--- config.mk ---
export PLATFORM = sky130hd
export DESIGN_NAME = wdog_steer
export DESIGN_NICKNAME = d
export VERILOG_FILES = /design/src/rtl/wdog_pkg.sv /design/src/rtl/wdog_kick_sync.sv /design/src/rtl/wdog_period.sv /design/src/rtl/wdog_flag.sv /design/src/rtl/wdog_steer.sv
export SDC_FILE = /design/constraint.sdc
export NUM_CORES = 1
export LEC_CHECK = 0
export ABC_AREA = 0
export BUFFER_PORTS_ARGS = -buffer_cell sky130_fd_sc_hd__buf_4
export CORE_ASPECT_RATIO = 0.5
export CORE_MARGIN = 4
export CORE_UTILIZATION = 54
export CTS_CLUSTER_SIZE = 10
export DETAILED_ROUTE_END_ITERATION = 6
export GPL_TIMING_DRIVEN = 0
export PLACE_DENSITY = 0.76
export REMOVE_ABC_BUFFERS = 1
export SYNTH_ARGS = -nofsm -noshare
export SYNTH_HDL_FRONTEND = slang
export SYNTH_SLANG_ARGS = --single-unit
--- constraint.sdc ---
create_clock -name clk -period 3.1 [get_ports clk]
set_input_delay 0.155 -clock clk [delete_from_list [all_inputs] [get_ports clk]]
set_output_delay 0.155 -clock clk [all_outputs]
set_load 0.02 [all_outputs]
--- src/rtl/wdog_pkg.sv ---
package wdog_pkg;

    typedef enum logic [1:0] {
        ST_IDLE,
        ST_RUN,
        ST_IRQ_HOLD,
        ST_RST_PULSE
    } wd_state_e;

endpackage

--- src/rtl/wdog_kick_sync.sv ---
module wdog_kick_sync #(
    parameter int SYNC_STAGES = 2
) (
    input  logic clk,
    input  logic rst_n,
    input  logic kick_i,
    output logic edge_o
);

    logic [SYNC_STAGES:0] pipe_q;

    always_ff @(posedge clk or negedge rst_n) begin
        if (!rst_n) begin
            pipe_q <= '0;
        end else begin
            pipe_q <= {pipe_q[SYNC_STAGES-1:0], kick_i};
        end
    end

    // either level change after synchronisation counts as a kick
    assign edge_o = pipe_q[SYNC_STAGES] ^ pipe_q[SYNC_STAGES-1];

endmodule

--- src/rtl/wdog_period.sv ---
module wdog_period #(
    parameter int MULT_W    = 5,
    parameter int STEP_LOG2 = 2
) (
    input  logic              clk,
    input  logic              rst_n,
    input  logic              en_i,
    input  logic              clr_i,
    input  logic              tick_i,
    input  logic [MULT_W-1:0] mult_i,
    input  logic [1:0]        res_i,
    output logic              expire_o
);

    localparam int CNT_W = MULT_W + 3 * STEP_LOG2;

    logic [CNT_W-1:0] cnt_q;
    logic [CNT_W-1:0] limit;
    logic [CNT_W-1:0] limit_m1;

    // each resolution code step multiplies the tick count by 2**STEP_LOG2
    assign limit    = CNT_W'(mult_i) << (int'(res_i) * STEP_LOG2);
    assign limit_m1 = limit - CNT_W'(1);
    assign expire_o = en_i && tick_i && !clr_i && (cnt_q == limit_m1);

    always_ff @(posedge clk or negedge rst_n) begin
        if (!rst_n) begin
            cnt_q <= '0;
        end else if (clr_i || !en_i) begin
            cnt_q <= '0;
        end else if (tick_i) begin
            cnt_q <= expire_o ? '0 : cnt_q + CNT_W'(1);
        end
    end

    // while counting, the tick count never reaches the programmed limit
    p_cnt_bound_r2: assert property (@(posedge clk) disable iff (!rst_n)
        en_i |-> (cnt_q < limit));

endmodule

--- src/rtl/wdog_flag.sv ---
module wdog_flag #(
    parameter int RD_HOLD = 2
) (
    input  logic clk,
    input  logic rst_n,
    input  logic set_i,
    input  logic rd_i,
    output logic flag_o
);

    localparam int HC_W = $clog2(RD_HOLD + 1);

    logic [HC_W-1:0] hold_q;
    logic            clr;

    assign clr = rd_i && (hold_q == HC_W'(RD_HOLD - 1));

    always_ff @(posedge clk or negedge rst_n) begin
        if (!rst_n) begin
            hold_q <= '0;
        end else if (!rd_i) begin
            hold_q <= '0;
        end else if (hold_q != HC_W'(RD_HOLD)) begin
            hold_q <= hold_q + HC_W'(1);
        end
    end

    always_ff @(posedge clk or negedge rst_n) begin
        if (!rst_n) begin
            flag_o <= 1'b0;
        end else if (set_i) begin
            flag_o <= 1'b1;
        end else if (clr) begin
            flag_o <= 1'b0;
        end
    end

    // the flag only drops after a read strobe
    p_flag_clear_by_read_r6: assert property (@(posedge clk) disable iff (!rst_n)
        $fell(flag_o) |-> $past(rd_i));

    // a new timeout always leaves the flag set
    p_flag_set_r6: assert property (@(posedge clk) disable iff (!rst_n)
        set_i |=> flag_o);

endmodule

--- src/rtl/wdog_steer.sv ---
module wdog_steer
    import wdog_pkg::*;
#(
    parameter int MULT_W     = 5,
    parameter int STEP_LOG2  = 2,
    parameter int RST_CYCLES = 16,
    parameter int RD_HOLD    = 2
) (
    input  logic                   clk,
    input  logic                   rst_n,
    input  logic                   tick_i,
    input  logic                   wr_en_i,
    input  logic [MULT_W+2:0]      wr_data_i,
    input  logic                   kick_i,
    input  logic                   flag_rd_i,
    input  logic                   pwr_fail_i,
    output logic                   irq_n_o,
    output logic                   wd_rst_n_o,
    output logic                   wd_flag_o,
    output logic                   ctl_clr_o,
    output logic [MULT_W+2:0]      wd_reg_o
);

    localparam int REG_W = MULT_W + 3;
    localparam int PC_W  = $clog2(RST_CYCLES + 1);

    wd_state_e        state_q, state_d;
    logic [REG_W-1:0] reg_q;
    logic [PC_W-1:0]  pcnt_q;

    logic              steer;
    logic [MULT_W-1:0] mult;
    logic [1:0]        res;
    logic              wr_arms;
    logic              wr_zero;
    logic              kick_edge;
    logic              restart;
    logic              expire;
    logic              pulse_done;

    assign steer      = reg_q[REG_W-1];
    assign mult       = reg_q[REG_W-2:2];
    assign res        = reg_q[1:0];
    assign wr_arms    = (wr_data_i[REG_W-2:2] != '0);
    assign wr_zero    = (wr_data_i == '0);
    assign restart    = wr_en_i || kick_edge;
    assign pulse_done = (pcnt_q == PC_W'(RST_CYCLES - 1));

    wdog_kick_sync #(.SYNC_STAGES(2)) u_kick (
        .clk    (clk),
        .rst_n  (rst_n),
        .kick_i (kick_i),
        .edge_o (kick_edge)
    );

    wdog_period #(.MULT_W(MULT_W), .STEP_LOG2(STEP_LOG2)) u_period (
        .clk      (clk),
        .rst_n    (rst_n),
        .en_i     (state_q == ST_RUN),
        .clr_i    (restart),
        .tick_i   (tick_i),
        .mult_i   (mult),
        .res_i    (res),
        .expire_o (expire)
    );

    wdog_flag #(.RD_HOLD(RD_HOLD)) u_flag (
        .clk    (clk),
        .rst_n  (rst_n),
        .set_i  (expire),
        .rd_i   (flag_rd_i),
        .flag_o (wd_flag_o)
    );

    // next-state logic
    always_comb begin
        state_d = state_q;
        if (pwr_fail_i) begin
            state_d = ST_IDLE;
        end else begin
            unique case (state_q)
                ST_IDLE: begin
                    if (wr_en_i && wr_arms) state_d = ST_RUN;
                end
                ST_RUN: begin
                    if (wr_en_i && !wr_arms) state_d = ST_IDLE;
                    else if (expire)         state_d = steer ? ST_RST_PULSE : ST_IRQ_HOLD;
                end
                ST_IRQ_HOLD: begin
                    if (wr_en_i && wr_zero) state_d = ST_IDLE;
                end
                ST_RST_PULSE: begin
                    if (pulse_done) state_d = (mult != '0) ? ST_RUN : ST_IDLE;
                end
            endcase
        end
    end

    // state register, control register and pulse counter
    always_ff @(posedge clk or negedge rst_n) begin
        if (!rst_n) begin
            state_q <= ST_IDLE;
            reg_q   <= '0;
            pcnt_q  <= '0;
        end else begin
            state_q <= state_d;
            if (pwr_fail_i)            reg_q <= '0;
            else if (expire && steer)  reg_q <= '0;
            else if (wr_en_i)          reg_q <= wr_data_i;
            if (state_q == ST_RST_PULSE && !pwr_fail_i) pcnt_q <= pcnt_q + PC_W'(1);
            else                                        pcnt_q <= '0;
        end
    end

    // outputs decoded from state
    always_comb begin
        irq_n_o    = 1'b1;
        wd_rst_n_o = 1'b1;
        ctl_clr_o  = 1'b0;
        unique case (state_q)
            ST_IDLE, ST_RUN: ;
            ST_IRQ_HOLD:  irq_n_o = 1'b0;
            ST_RST_PULSE: begin
                wd_rst_n_o = 1'b0;
                ctl_clr_o  = (pcnt_q == '0);
            end
        endcase
    end

    assign wd_reg_o = reg_q;

    // only a zero write or power loss releases a held interrupt
    p_irq_hold_r5: assert property (@(posedge clk) disable iff (!rst_n)
        (!irq_n_o && !pwr_fail_i && !(wr_en_i && wr_zero)) |=> !irq_n_o);

    // interrupt and reset pulse are never active together
    p_no_dual_low_r7: assert property (@(posedge clk) disable iff (!rst_n)
        !(!irq_n_o && !wd_rst_n_o));

    // pulse counter stays inside the programmed width
    p_pulse_len_r7: assert property (@(posedge clk) disable iff (!rst_n)
        (state_q == ST_RST_PULSE) |-> (pcnt_q < PC_W'(RST_CYCLES)));

    // a reset pulse starts with the register cleared and the clear strobe
    p_pulse_clears_reg_r8: assert property (@(posedge clk) disable iff (!rst_n)
        $fell(wd_rst_n_o) |-> (wd_reg_o == '0 && ctl_clr_o));

    // power loss empties the register and quiets both outputs
    p_pwr_clear_r9: assert property (@(posedge clk) disable iff (!rst_n)
        pwr_fail_i |=> (wd_reg_o == '0 && irq_n_o && wd_rst_n_o));

    // an interrupt never appears without the flag
    p_flag_on_irq_r6: assert property (@(posedge clk) disable iff (!rst_n)
        $fell(irq_n_o) |-> wd_flag_o);

endmodule

==> flow_summary.html, run 1 <==
<table>
<tr><th>Metric</th><th>Value</th></tr>
<tr><th colspan="2">Place</th></tr>
<tr><td>Setup slack after placement</td><td>-0.961 ns</td></tr>
<tr><td>Cells after DPL</td><td>approximately 400</td></tr>
<tr><td>Placer's final routability congestion estimate</td><td>around 0.84</td></tr>
<tr><td>HPWL after DPL</td><td>4530 µm</td></tr>
<tr><td>Placement-stage cell area</td><td>0.00289 mm²</td></tr>
<tr><td>Port bufs</td><td>26</td></tr>
<tr><th colspan="2">Route</th></tr>
<tr><td>Drt first pass iters</td><td>5</td></tr>
<tr><td>Count of unresolved DRC violations after routing</td><td>0</td></tr>
<tr><td>Via-per-instance ratio</td><td>~6.3</td></tr>
<tr><td>Post-detailed-route count of antenna-violating nets</td><td>0</td></tr>
<tr><td>Total via count in the routed design</td><td>2665</td></tr>
<tr><td>Highest metal layer used by the detailed router</td><td>met4</td></tr>
<tr><td>Count of routing violations after the opening detailed-route iteration</td><td>160</td></tr>
<tr><td>Amount of wire on met2 after detailed routing</td><td>between 3000 and 4000 µm</td></tr>
<tr><td>Routed wirelength normalized by instance count</td><td>between 15 and 20 µm</td></tr>
<tr><td>Aggregate routed wire length</td><td>7280 µm</td></tr>
<tr><td>Detailed-route wire length on metal 1</td><td>around 3500 µm</td></tr>
<tr><td>Met3 routed wirelength</td><td>466 µm</td></tr>
<tr><th colspan="2">Synthesis</th></tr>
<tr><td>Post-Syn Area</td><td>between 0.002 and 0.003 mm²</td></tr>
<tr><td>Most numerous cell in the Yosys netlist</td><td>sky130_fd_sc_hd__dfrtp_1</td></tr>
<tr><td>Cell taking the most area after synthesis</td><td>sky130_fd_sc_hd__dfrtp_1</td></tr>
<tr><td>Area share of the largest cell type after synthesis</td><td>approximately 29%</td></tr>
<tr><td>Count of mapped cells out of synthesis</td><td>between 300 and 400</td></tr>
<tr><td>Library cells used by synthesis</td><td>between 60 and 70</td></tr>
<tr><td>Sequential element share of the synthesized area</td><td>around 29%</td></tr>
<tr><td>Top cells by instance count after synthesis</td><td>sky130_fd_sc_hd__dfrtp_1 (32), sky130_fd_sc_hd__nand2_1 (24), sky130_fd_sc_hd__o21ai_0 (24)</td></tr>
<tr><td>Top flip-flop cell by instance count after synthesis</td><td>sky130_fd_sc_hd__dfrtp_1</td></tr>
<tr><td>Average instance area after synthesis</td><td>approximately 8.3 µm²</td></tr>
<tr><td>Asr flop ratio synth</td><td>100%</td></tr>
<tr><td>Number of enable-type register cells in the synthesized netlist</td><td>0</td></tr>
<tr><td>Yosys Warn Count</td><td>0</td></tr>
<tr><td>Largest cells by area after synthesis</td><td>sky130_fd_sc_hd__dfrtp_1 (29%), sky130_fd_sc_hd__o21ai_0 (4.4%), sky130_fd_sc_hd__xor2_1 (3.5%)</td></tr>
<tr><td>Post-synthesis register bit count</td><td>32</td></tr>
<tr><th colspan="2">Global route</th></tr>
<tr><td>Aggregate global-route resource usage</td><td>between 20% and 30%</td></tr>
<tr><td>Congestion Overflow GR</td><td>0</td></tr>
<tr><td>Wire length of the first global-routing pass</td><td>11300 µm</td></tr>
<tr><td>Antenna violations before repair</td><td>0</td></tr>
<tr><td>Pin count of the biggest net entering global routing</td><td>33</td></tr>
<tr><td>Number of global-route vias before repair</td><td>2408</td></tr>
<tr><th colspan="2">Hold path</th></tr>
<tr><td>Hold path startpoint</td><td>pwr_fail_i</td></tr>
<tr><td>Worst Hold Endpoint</td><td>state_q[1]$_DFFE_PN0P_</td></tr>
<tr><td>Worst hold stages</td><td>2</td></tr>
<tr><td>Hold crit path type</td><td>input pin to flip-flop</td></tr>
<tr><th colspan="2">Finish</th></tr>
<tr><td>Post-route cell area</td><td>0.00323 mm²</td></tr>
<tr><td>Net count reported at finish</td><td>between 300 and 400</td></tr>
<tr><td>Antenna cell count</td><td>0</td></tr>
<tr><td>P&amp;R area growth vs syn</td><td>17.7%</td></tr>
<tr><td>Share of layout cells above drive strength 1</td><td>a little over a fifth</td></tr>
<tr><td>Number of non-filler instances in the completed layout</td><td>~430</td></tr>
<tr><th colspan="2">STA</th></tr>
<tr><td>Worst clock skew</td><td>0.0127 ns</td></tr>
<tr><td>Relative slew slack</td><td>between 50% and 60%</td></tr>
<tr><td>Worst Hold Margin</td><td>slightly above 0.07 ns</td></tr>
<tr><td>Final worst path period share</td><td>97.3%</td></tr>
<tr><td>Worst-Margin Slew</td><td>between 0.7 and 0.8 ns</td></tr>
<tr><td>Setup violation total in the final timing report</td><td>0</td></tr>
<tr><td>Final max-slew violation count</td><td>0</td></tr>
<tr><td>Slack of the critical path</td><td>0.0839 ns</td></tr>
<tr><td>Post-route minimum period</td><td>about 3 ns</td></tr>
<tr><td>Upper clock frequency limit</td><td>332 MHz</td></tr>
<tr><td>Final Hold Fails</td><td>0</td></tr>
<tr><th colspan="2">Worst setup path</th></tr>
<tr><td>Crit path max-delay cell type</td><td>sky130_fd_sc_hd__or4_4</td></tr>
<tr><td>Critical R2R Capture</td><td>wd_reg_o[7]$_DFFE_PN0P_</td></tr>
<tr><td>Worst Setup SP</td><td>wd_reg_o[0]$_DFFE_PN0P_</td></tr>
<tr><td>Cells along the critical path</td><td>buf_12 -&gt; mux2i_1 -&gt; o21a_1 -&gt; a311oi_2 -&gt; o22ai_2 -&gt; a211oi_2 -&gt; or4_4 -&gt; a32o_1</td></tr>
<tr><td>Maximum fanout along the worst path</td><td>9</td></tr>
<tr><td>Data arrival time of the critical path</td><td>~3.2 ns</td></tr>
<tr><td>Crit path required time</td><td>between 3 and 4 ns</td></tr>
<tr><td>Startpoint type of the worst setup path</td><td>flip-flop</td></tr>
<tr><td>Reg-to-reg slack, setup</td><td>~0.084 ns</td></tr>
<tr><td>Startpoint of the worst-slack reg-to-reg timing path</td><td>wd_reg_o[0]$_DFFE_PN0P_</td></tr>
<tr><td>Type of the worst setup path</td><td>flip-flop to flip-flop</td></tr>
<tr><td>Kind of end point of the critical path</td><td>flip-flop</td></tr>
<tr><td>Critical path's largest stage delay</td><td>about 0.6 ns</td></tr>
<tr><td>Number of cells on the worst reg-to-reg path</td><td>8</td></tr>
<tr><th colspan="2">Clock tree</th></tr>
<tr><td>CTS tree</td><td>built</td></tr>
<tr><td>Clock tree root buffer cell</td><td>sky130_fd_sc_hd__clkbuf_8</td></tr>
<tr><td>Buffer levels on the longest clock path</td><td>2</td></tr>
<tr><td>Clock latency at the later pin of the worst-skew pair</td><td>~0.29 ns</td></tr>
<tr><td>Count of clock tree sinks</td><td>32</td></tr>
<tr><td>Number of clock buffers inserted by TritonCTS</td><td>5</td></tr>
<tr><td>Clock-pin slew reported for the worst setup and hold paths after clock tree synthesis</td><td>0.07 ns</td></tr>
<tr><td>H-Tree Depth</td><td>2</td></tr>
<tr><th colspan="2">Run status</th></tr>
<tr><td>Status</td><td>finished, final reports clean</td></tr>
<tr><th colspan="2">Power</th></tr>
<tr><td>Cell area power density</td><td>approximately 410 mW/mm²</td></tr>
<tr><td>Leakage</td><td>approximately 1.3 nW</td></tr>
<tr><td>Peak supply drop</td><td>slightly below 0.3 mV</td></tr>
<tr><th colspan="2">Die</th></tr>
<tr><td>Standard-cell rows</td><td>18</td></tr>
<tr><td>Die ar.</td><td>0.00636 mm²</td></tr>
<tr><td>Initial standard-cell utilization of the core</td><td>55.9%</td></tr>
<tr><td>Die X-Extent</td><td>about 110 µm</td></tr>
<tr><td>Core region area</td><td>0.00491 mm²</td></tr>
<tr><td>Number of placed I/O pins</td><td>27</td></tr>
<tr><td>Y dimension of the die</td><td>58.4 µm</td></tr>
<tr><th colspan="2">Job</th></tr>
<tr><td>Number of violations of the max-capacitance limit</td><td>0</td></tr>
</table>
-- through the flow --
step                TNS [ns]  utilization [%]  power (W)
global route         -0.0315             65.9    0.00139
finish                     0             65.9    0.00131
detailed placement    -17.95             58.9   0.000870
floorplan              -9.79                -   0.000749
CTS                        0             62.7    0.00123
global placement      -26.20             58.8   0.000849
-- cell usage in the layout, fill, tap and decap left out, types with 9 or more instances in the layout --
cell type / n
sky130_fd_sc_hd__nand2b_1: 13
sky130_fd_sc_hd__buf_4: 39
sky130_fd_sc_hd__nor3_1: 9
sky130_fd_sc_hd__nand2_1: 24
sky130_fd_sc_hd__o21ai_0: 24
sky130_fd_sc_hd__nor2_1: 19
sky130_fd_sc_hd__a21oi_1: 15
sky130_fd_sc_hd__inv_1: 13
sky130_fd_sc_hd__dfrtp_1: 26
sky130_fd_sc_hd__nand3_1: 16
sky130_fd_sc_hd__xor2_1: 11
-- how the worst max path moves through the flow --
stage | to | slack [ns] | depth (start not counted)
final | wd_reg_o[7]$_DFFE_PN0P_ | 0.08 | 8
after global routing | u_period.cnt_q[2]$_DFFE_PN0P_ | -0.02 | 9
after CTS | wd_reg_o[7]$_DFFE_PN0P_ | 0.004 | 9
after detailed placement | u_period.cnt_q[2]$_DFFE_PN0P_ | -0.96 | 10
after global placement | u_period.cnt_q[7]$_DFFE_PN0P_ | -1.34 | 10
after floorplan | u_period.cnt_q[2]$_DFFE_PN0P_ | -0.53 | 10
-- cell type report --
class	instances	area, µm²
timing repair buffer	43	344
inverter	14	52.6
clock buffer	5	68.8
sequential	32	813
multi-input combinational	258	1850
clock inverter	3	18.8
tap	70	87.6
fill	424	1680
-- state kept, by name, indices dropped and copies added, names as in the netlist --
signal and cells:
u_kick.pipe_q 3, wd_reg_o 8, u_flag.flag_o 1, pcnt_q 5, u_period.cnt_q 11, state_q 2, u_flag.hold_q 2
-- layer usage --
| metal | vias up | global-route usage (%) |
|---|---|---|
| li1 | 1277 | - |
| met1 | 1291 | 31.9 |
| met2 | 87 | 35.4 |
| met3 | 10 | 4.82 |
| met4 | 0 | 7.91 |
| met5 | - | 0 |
-- critical path, delay by kind of cell (launching register included) --
family / cells / cell delay [ns]
buffers and inverters: 1 / 0.16
DFF: 1 / 0.51
and+or+nand+nor: 1 / 0.61
muxes: 1 / 0.36
AOI/OAI and AO/OA: 5 / 1.25
-- where the power goes --
group	switching (W)	total (W)	internal, W
logic	0.000276	0.000498	0.000222
registers	0.0000545	0.000500	0.000445
clock network	0.000160	0.000316	0.000156
-- logic make-up (layout without fill, tap and decap cells) --
| group | count (synthesis) | count (layout) | synth area share (%) |
|---|---|---|---|
| simple gates | 130 | 130 | 26.9 |
| compound gates | 98 | 99 | 25.9 |
| buf+inv | 41 | 65 | 7.06 |
| flops | 32 | 32 | 29.2 |
| xor+xnor | 17 | 17 | 5.42 |
| fa+ha+maj | 7 | 7 | 3.19 |
| mux | 5 | 5 | 2.32 |
-- repair_timing --
action	4_1_cts	5_1_grt
endpoints found under the hold margin	33	0
pin swaps	2	6
cloned	0	1
hold buffers	2	0
endpoints found under the setup margin	22	17
gates resized for setup	9	11
setup buffers	5	10
No activity file was read; power rests on OpenSTA's default activity.
==> run 2: changes to the inputs <==
--- a/config.mk
+++ b/config.mk
@@ -9,11 +9,11 @@
 export BUFFER_PORTS_ARGS = -buffer_cell sky130_fd_sc_hd__buf_4
 export CORE_ASPECT_RATIO = 0.5
 export CORE_MARGIN = 4
-export CORE_UTILIZATION = 54
+export CORE_UTILIZATION = 46
 export CTS_CLUSTER_SIZE = 10
 export DETAILED_ROUTE_END_ITERATION = 6
 export GPL_TIMING_DRIVEN = 0
-export PLACE_DENSITY = 0.76
+export PLACE_DENSITY = 0.66
 export REMOVE_ABC_BUFFERS = 1
 export SYNTH_ARGS = -nofsm -noshare
 export SYNTH_HDL_FRONTEND = slang
==> run 2 against run 1 <==
  * Sequential cell count unchanged
  * Cell count increased by 1.6%
  * Wire length increased by 6.1%
  * Highest routed layer unchanged
==> flow_summary.html, run 2 (same netlist as run 1, synthesis figures left out) <==
<table>
<tr><th>Metric</th><th>Value</th></tr>
<tr><th colspan="2">Worst setup path</th></tr>
<tr><td>Critical path's largest stage delay</td><td>0.57 ns (-0.04 ns)</td></tr>
<tr><td>Kind of end point of the critical path</td><td>flip-flop</td></tr>
<tr><td>Maximum fanout along the worst path</td><td>11 (+2)</td></tr>
<tr><td>Buffering stage count on the worst path with inverters included</td><td>2 (+1)</td></tr>
<tr><td>Most repeated library cell on the critical path</td><td>sky130_fd_sc_hd__buf_4</td></tr>
<tr><td>Startpoint type of the worst setup path</td><td>flip-flop</td></tr>
<tr><td>Crit path required time</td><td>3.26 ns (-0.02 ns)</td></tr>
<tr><td>Data arrival time of the critical path</td><td>3.22 ns (+0.03 ns)</td></tr>
<tr><td>Crit path max-delay cell type</td><td>sky130_fd_sc_hd__or4_4</td></tr>
<tr><td>Cells along the critical path</td><td>buf_4 -&gt; and3b_1 -&gt; or3_1 -&gt; and2_1 -&gt; nor4_2 -&gt; buf_4 -&gt; a211oi_2 -&gt; or4_4 -&gt; a32o_1</td></tr>
<tr><td>Type of the worst setup path</td><td>flip-flop to flip-flop</td></tr>
<tr><td>Dominant delay contributor by cell family on the critical path</td><td>simple AND/OR/NAND/NOR gates</td></tr>
<tr><th colspan="2">Die</th></tr>
<tr><td>Initial standard-cell utilization of the core</td><td>48.7% (-7.2 points)</td></tr>
<tr><td>Die ar.</td><td>0.00735 mm² (+15%)</td></tr>
<tr><td>Standard-cell rows</td><td>19 (+1)</td></tr>
<tr><td>Die X-Extent</td><td>117 µm (+7.7%)</td></tr>
<tr><td>Number of placed I/O pins</td><td>27 (unchanged)</td></tr>
<tr><td>Y dimension of the die</td><td>62.6 µm (+7.2%)</td></tr>
<tr><td>Core region area</td><td>0.00563 mm² (+15%)</td></tr>
<tr><th colspan="2">Global route</th></tr>
<tr><td>Antenna violations before repair</td><td>0 (unchanged)</td></tr>
<tr><td>Wire length of the first global-routing pass</td><td>12600 µm (+11%)</td></tr>
<tr><td>Aggregate global-route resource usage</td><td>21.5% (-1.3 points)</td></tr>
<tr><td>Congestion Overflow GR</td><td>0 (unchanged)</td></tr>
<tr><td>Number of global-route vias before repair</td><td>2611 (+8.4%)</td></tr>
<tr><td>Pin count of the biggest net entering global routing</td><td>33 (unchanged)</td></tr>
<tr><th colspan="2">Finish</th></tr>
<tr><td>Commonest cells after routing, fill and taps aside</td><td>sky130_fd_sc_hd__buf_4 (43), sky130_fd_sc_hd__dfrtp_1 (25), sky130_fd_sc_hd__nand2_1 (24), sky130_fd_sc_hd__o21ai_0 (24), sky130_fd_sc_hd__nor2_1 (19)</td></tr>
<tr><td>Filler Cells Inserted</td><td>489 (+15%)</td></tr>
<tr><td>Max FFs per register</td><td>11 (unchanged)</td></tr>
<tr><td>P&amp;R area growth vs syn</td><td>21.7%</td></tr>
<tr><td>Most flops, register</td><td>u_period.cnt_q</td></tr>
<tr><td>Post-route cell area</td><td>0.00334 mm² (+3.4%)</td></tr>
<tr><td>Share of layout cells above drive strength 1</td><td>22.6% (+1.2 points)</td></tr>
<tr><td>Antenna cell count</td><td>0 (unchanged)</td></tr>
<tr><td>Sequential Area</td><td>815 µm² (+0.15%)</td></tr>
<tr><td>Number of non-filler instances in the completed layout</td><td>432 (+1.6%)</td></tr>
<tr><td>Multi-input gate area in the final layout</td><td>0.00186 mm² (+0.61%)</td></tr>
<tr><td>Net count reported at finish</td><td>380 (+1.1%)</td></tr>
<tr><td>Leading cell type in the layout, fill and taps excluded</td><td>sky130_fd_sc_hd__buf_4</td></tr>
<tr><th colspan="2">Power</th></tr>
<tr><td>Clock Power Share</td><td>33.2% (+9.1 points)</td></tr>
<tr><td>Cell area power density</td><td>451 mW/mm² (+11%)</td></tr>
<tr><td>Fraction of power consumed by sequential logic</td><td>33.3% (-4.7 points)</td></tr>
<tr><td>Internal power contribution</td><td>0.000991 W (+20%)</td></tr>
<tr><td>NetSw</td><td>0.000516 W (+5.3%)</td></tr>
<tr><td>Combinational power share</td><td>33.5% (-4.4 points)</td></tr>
<tr><td>Peak supply drop</td><td>0.295 mV (-1.1%)</td></tr>
<tr><td>Switching power share of the total</td><td>34.3% (-3.1 points)</td></tr>
<tr><td>Leakage</td><td>1.32 nW (+3.3%)</td></tr>
<tr><th colspan="2">Route</th></tr>
<tr><td>Via-per-instance ratio</td><td>6.24 (-0.55%)</td></tr>
<tr><td>Count of unresolved DRC violations after routing</td><td>0 (unchanged)</td></tr>
<tr><td>Amount of wire on met2 after detailed routing</td><td>3510 µm (+7.4%)</td></tr>
<tr><td>Total via count in the routed design</td><td>2694 (+1.1%)</td></tr>
<tr><td>Routed wirelength normalized by instance count</td><td>17.9 µm (+4.4%)</td></tr>
<tr><td>Detailed-route wire length on metal 1</td><td>3680 µm (+6.4%)</td></tr>
<tr><td>Post-detailed-route count of antenna-violating nets</td><td>0 (unchanged)</td></tr>
<tr><td>Highest metal layer used by the detailed router</td><td>met4</td></tr>
<tr><td>Met3 routed wirelength</td><td>436 µm (-6.4%)</td></tr>
<tr><td>Aggregate routed wire length</td><td>7730 µm (+6.1%)</td></tr>
<tr><td>Drt first pass iters</td><td>5 (unchanged)</td></tr>
<tr><td>Count of routing violations after the opening detailed-route iteration</td><td>212 (+33%)</td></tr>
<tr><th colspan="2">Clock tree</th></tr>
<tr><td>Count of clock tree sinks</td><td>32 (unchanged)</td></tr>
<tr><td>Clock tree root buffer cell</td><td>sky130_fd_sc_hd__clkbuf_16</td></tr>
<tr><td>Number of clock buffers inserted by TritonCTS</td><td>5 (unchanged)</td></tr>
<tr><td>Clock-pin slew reported for the worst setup and hold paths after clock tree synthesis</td><td>0.05 ns (-0.02 ns)</td></tr>
<tr><td>CTS tree</td><td>built</td></tr>
<tr><td>H-Tree Depth</td><td>2 (unchanged)</td></tr>
<tr><td>Buffer levels on the longest clock path</td><td>2 (unchanged)</td></tr>
<tr><td>Clock latency at the later pin of the worst-skew pair</td><td>0.28 ns (about the same)</td></tr>
<tr><th colspan="2">Place</th></tr>
<tr><td>Cells after DPL</td><td>402 (+0.75%)</td></tr>
<tr><td>Port bufs</td><td>26 (unchanged)</td></tr>
<tr><td>Placer's final routability congestion estimate</td><td>0.830 (-1.0%)</td></tr>
<tr><td>Placement-stage cell area</td><td>0.00290 mm² (+0.13%)</td></tr>
<tr><td>HPWL after DPL</td><td>4900 µm (+8.1%)</td></tr>
<tr><th colspan="2">STA</th></tr>
<tr><td>Post-route minimum period</td><td>3.06 ns (+0.0421 ns)</td></tr>
<tr><td>Setup repair after global routing missed its margin</td><td>true</td></tr>
<tr><td>Worst-Margin Slew</td><td>0.875 ns (+0.170 ns)</td></tr>
<tr><td>Worst Hold Margin</td><td>0.0891 ns (+0.0178 ns)</td></tr>
<tr><td>Worst clock skew</td><td>0.00878 ns (-0.00390 ns)</td></tr>
<tr><td>Final worst path period share</td><td>98.7% (+1.4 points)</td></tr>
<tr><td>Upper clock frequency limit</td><td>327 MHz (-1.4%)</td></tr>
<tr><td>Setup total negative slack</td><td>0 ns (unchanged)</td></tr>
<tr><td>Final max-slew violation count</td><td>0 (unchanged)</td></tr>
<tr><td>Final Hold Fails</td><td>0 (unchanged)</td></tr>
<tr><td>Setup violation total in the final timing report</td><td>0 (unchanged)</td></tr>
<tr><td>Relative slew slack</td><td>41.4% (-11 points)</td></tr>
<tr><th colspan="2">Run status</th></tr>
<tr><td>Status</td><td>finished, final reports clean</td></tr>
<tr><th colspan="2">Job</th></tr>
<tr><td>Number of violations of the max-capacitance limit</td><td>0 (unchanged)</td></tr>
<tr><th colspan="2">Hold path</th></tr>
<tr><td>Hold crit path type</td><td>input pin to flip-flop</td></tr>
</table>
-- run 2: repair_timing --
| action | 4_1_cts | 5_1_grt |
|---|---|---|
| cloned | 0 | 1 |
| pin swaps | 2 | 6 |
| hold endpoints to repair | 33 | 0 |
| resized for setup | 8 | 15 |
| endpoints found under the setup margin | 22 | 22 |
| hold buffers | 2 | 0 |
| buffers inserted | 5 | 14 |
-- run 2: final cells by class --
type	count	share of cell area (%)
clock buffers	7	4.27
repair buffers	47	11.2
flip-flops and latches	32	24.4
multi-input cells	258	55.6
clock inverters	1	0.225
inverters	14	1.57
well taps	73	2.73
-- run 2: metal layers --
layer	vias up	global-route usage, %
li1	1288	-
met4	0	7.44
met3	8	3.87
met5	-	0
met2	90	32.8
met1	1308	30.2
-- run 2: per-stage QoR --
step / total power (W) / worst slack [ns] / utilization (%)
final: 0.00151 / 0.0418 / 59.3
after global routing: 0.00159 / -0.0494 / 59.3
after detailed placement: 0.000873 / -0.967 / 51.4
after floorplan: 0.000749 / -0.531 / -
after global placement: 0.000856 / -1.40 / 51.3
after CTS: 0.00142 / 0.00416 / 55.8
-- run 2: final timing paths --
kind                                            start                          to  slack, ns  cells past startpoint
setup / recovery              wd_reg_o[1]$_DFFE_PN0P_     wd_reg_o[7]$_DFFE_PN0P_       0.04                      9
hold / removal                             pwr_fail_i      state_q[1]$_DFFE_PN0P_       0.09                      2
setup reg to reg              wd_reg_o[1]$_DFFE_PN0P_     wd_reg_o[7]$_DFFE_PN0P_       0.04                      9
hold reg to reg            u_kick.pipe_q[0]$_DFF_PN0_  u_kick.pipe_q[1]$_DFF_PN0_       0.35                      0
max in group asynchronous                       rst_n     wd_reg_o[1]$_DFFE_PN0P_       2.40                      2
min in group asynchronous                       rst_n         pcnt_q[4]$_DFF_PN0_       0.36                      2
-- run 2: power by group through the flow --
stage | Clock (W) | Sequential [W] | Combinational (W)
final | 0.000500 | 0.000502 | 0.000506
after global routing | 0.000537 | 0.000507 | 0.000550
after CTS | 0.000512 | 0.000504 | 0.000407
after detailed placement | 0 | 0.000521 | 0.000353
after global placement | 0 | 0.000517 | 0.000339
after floorplan | 0 | 0.000512 | 0.000237
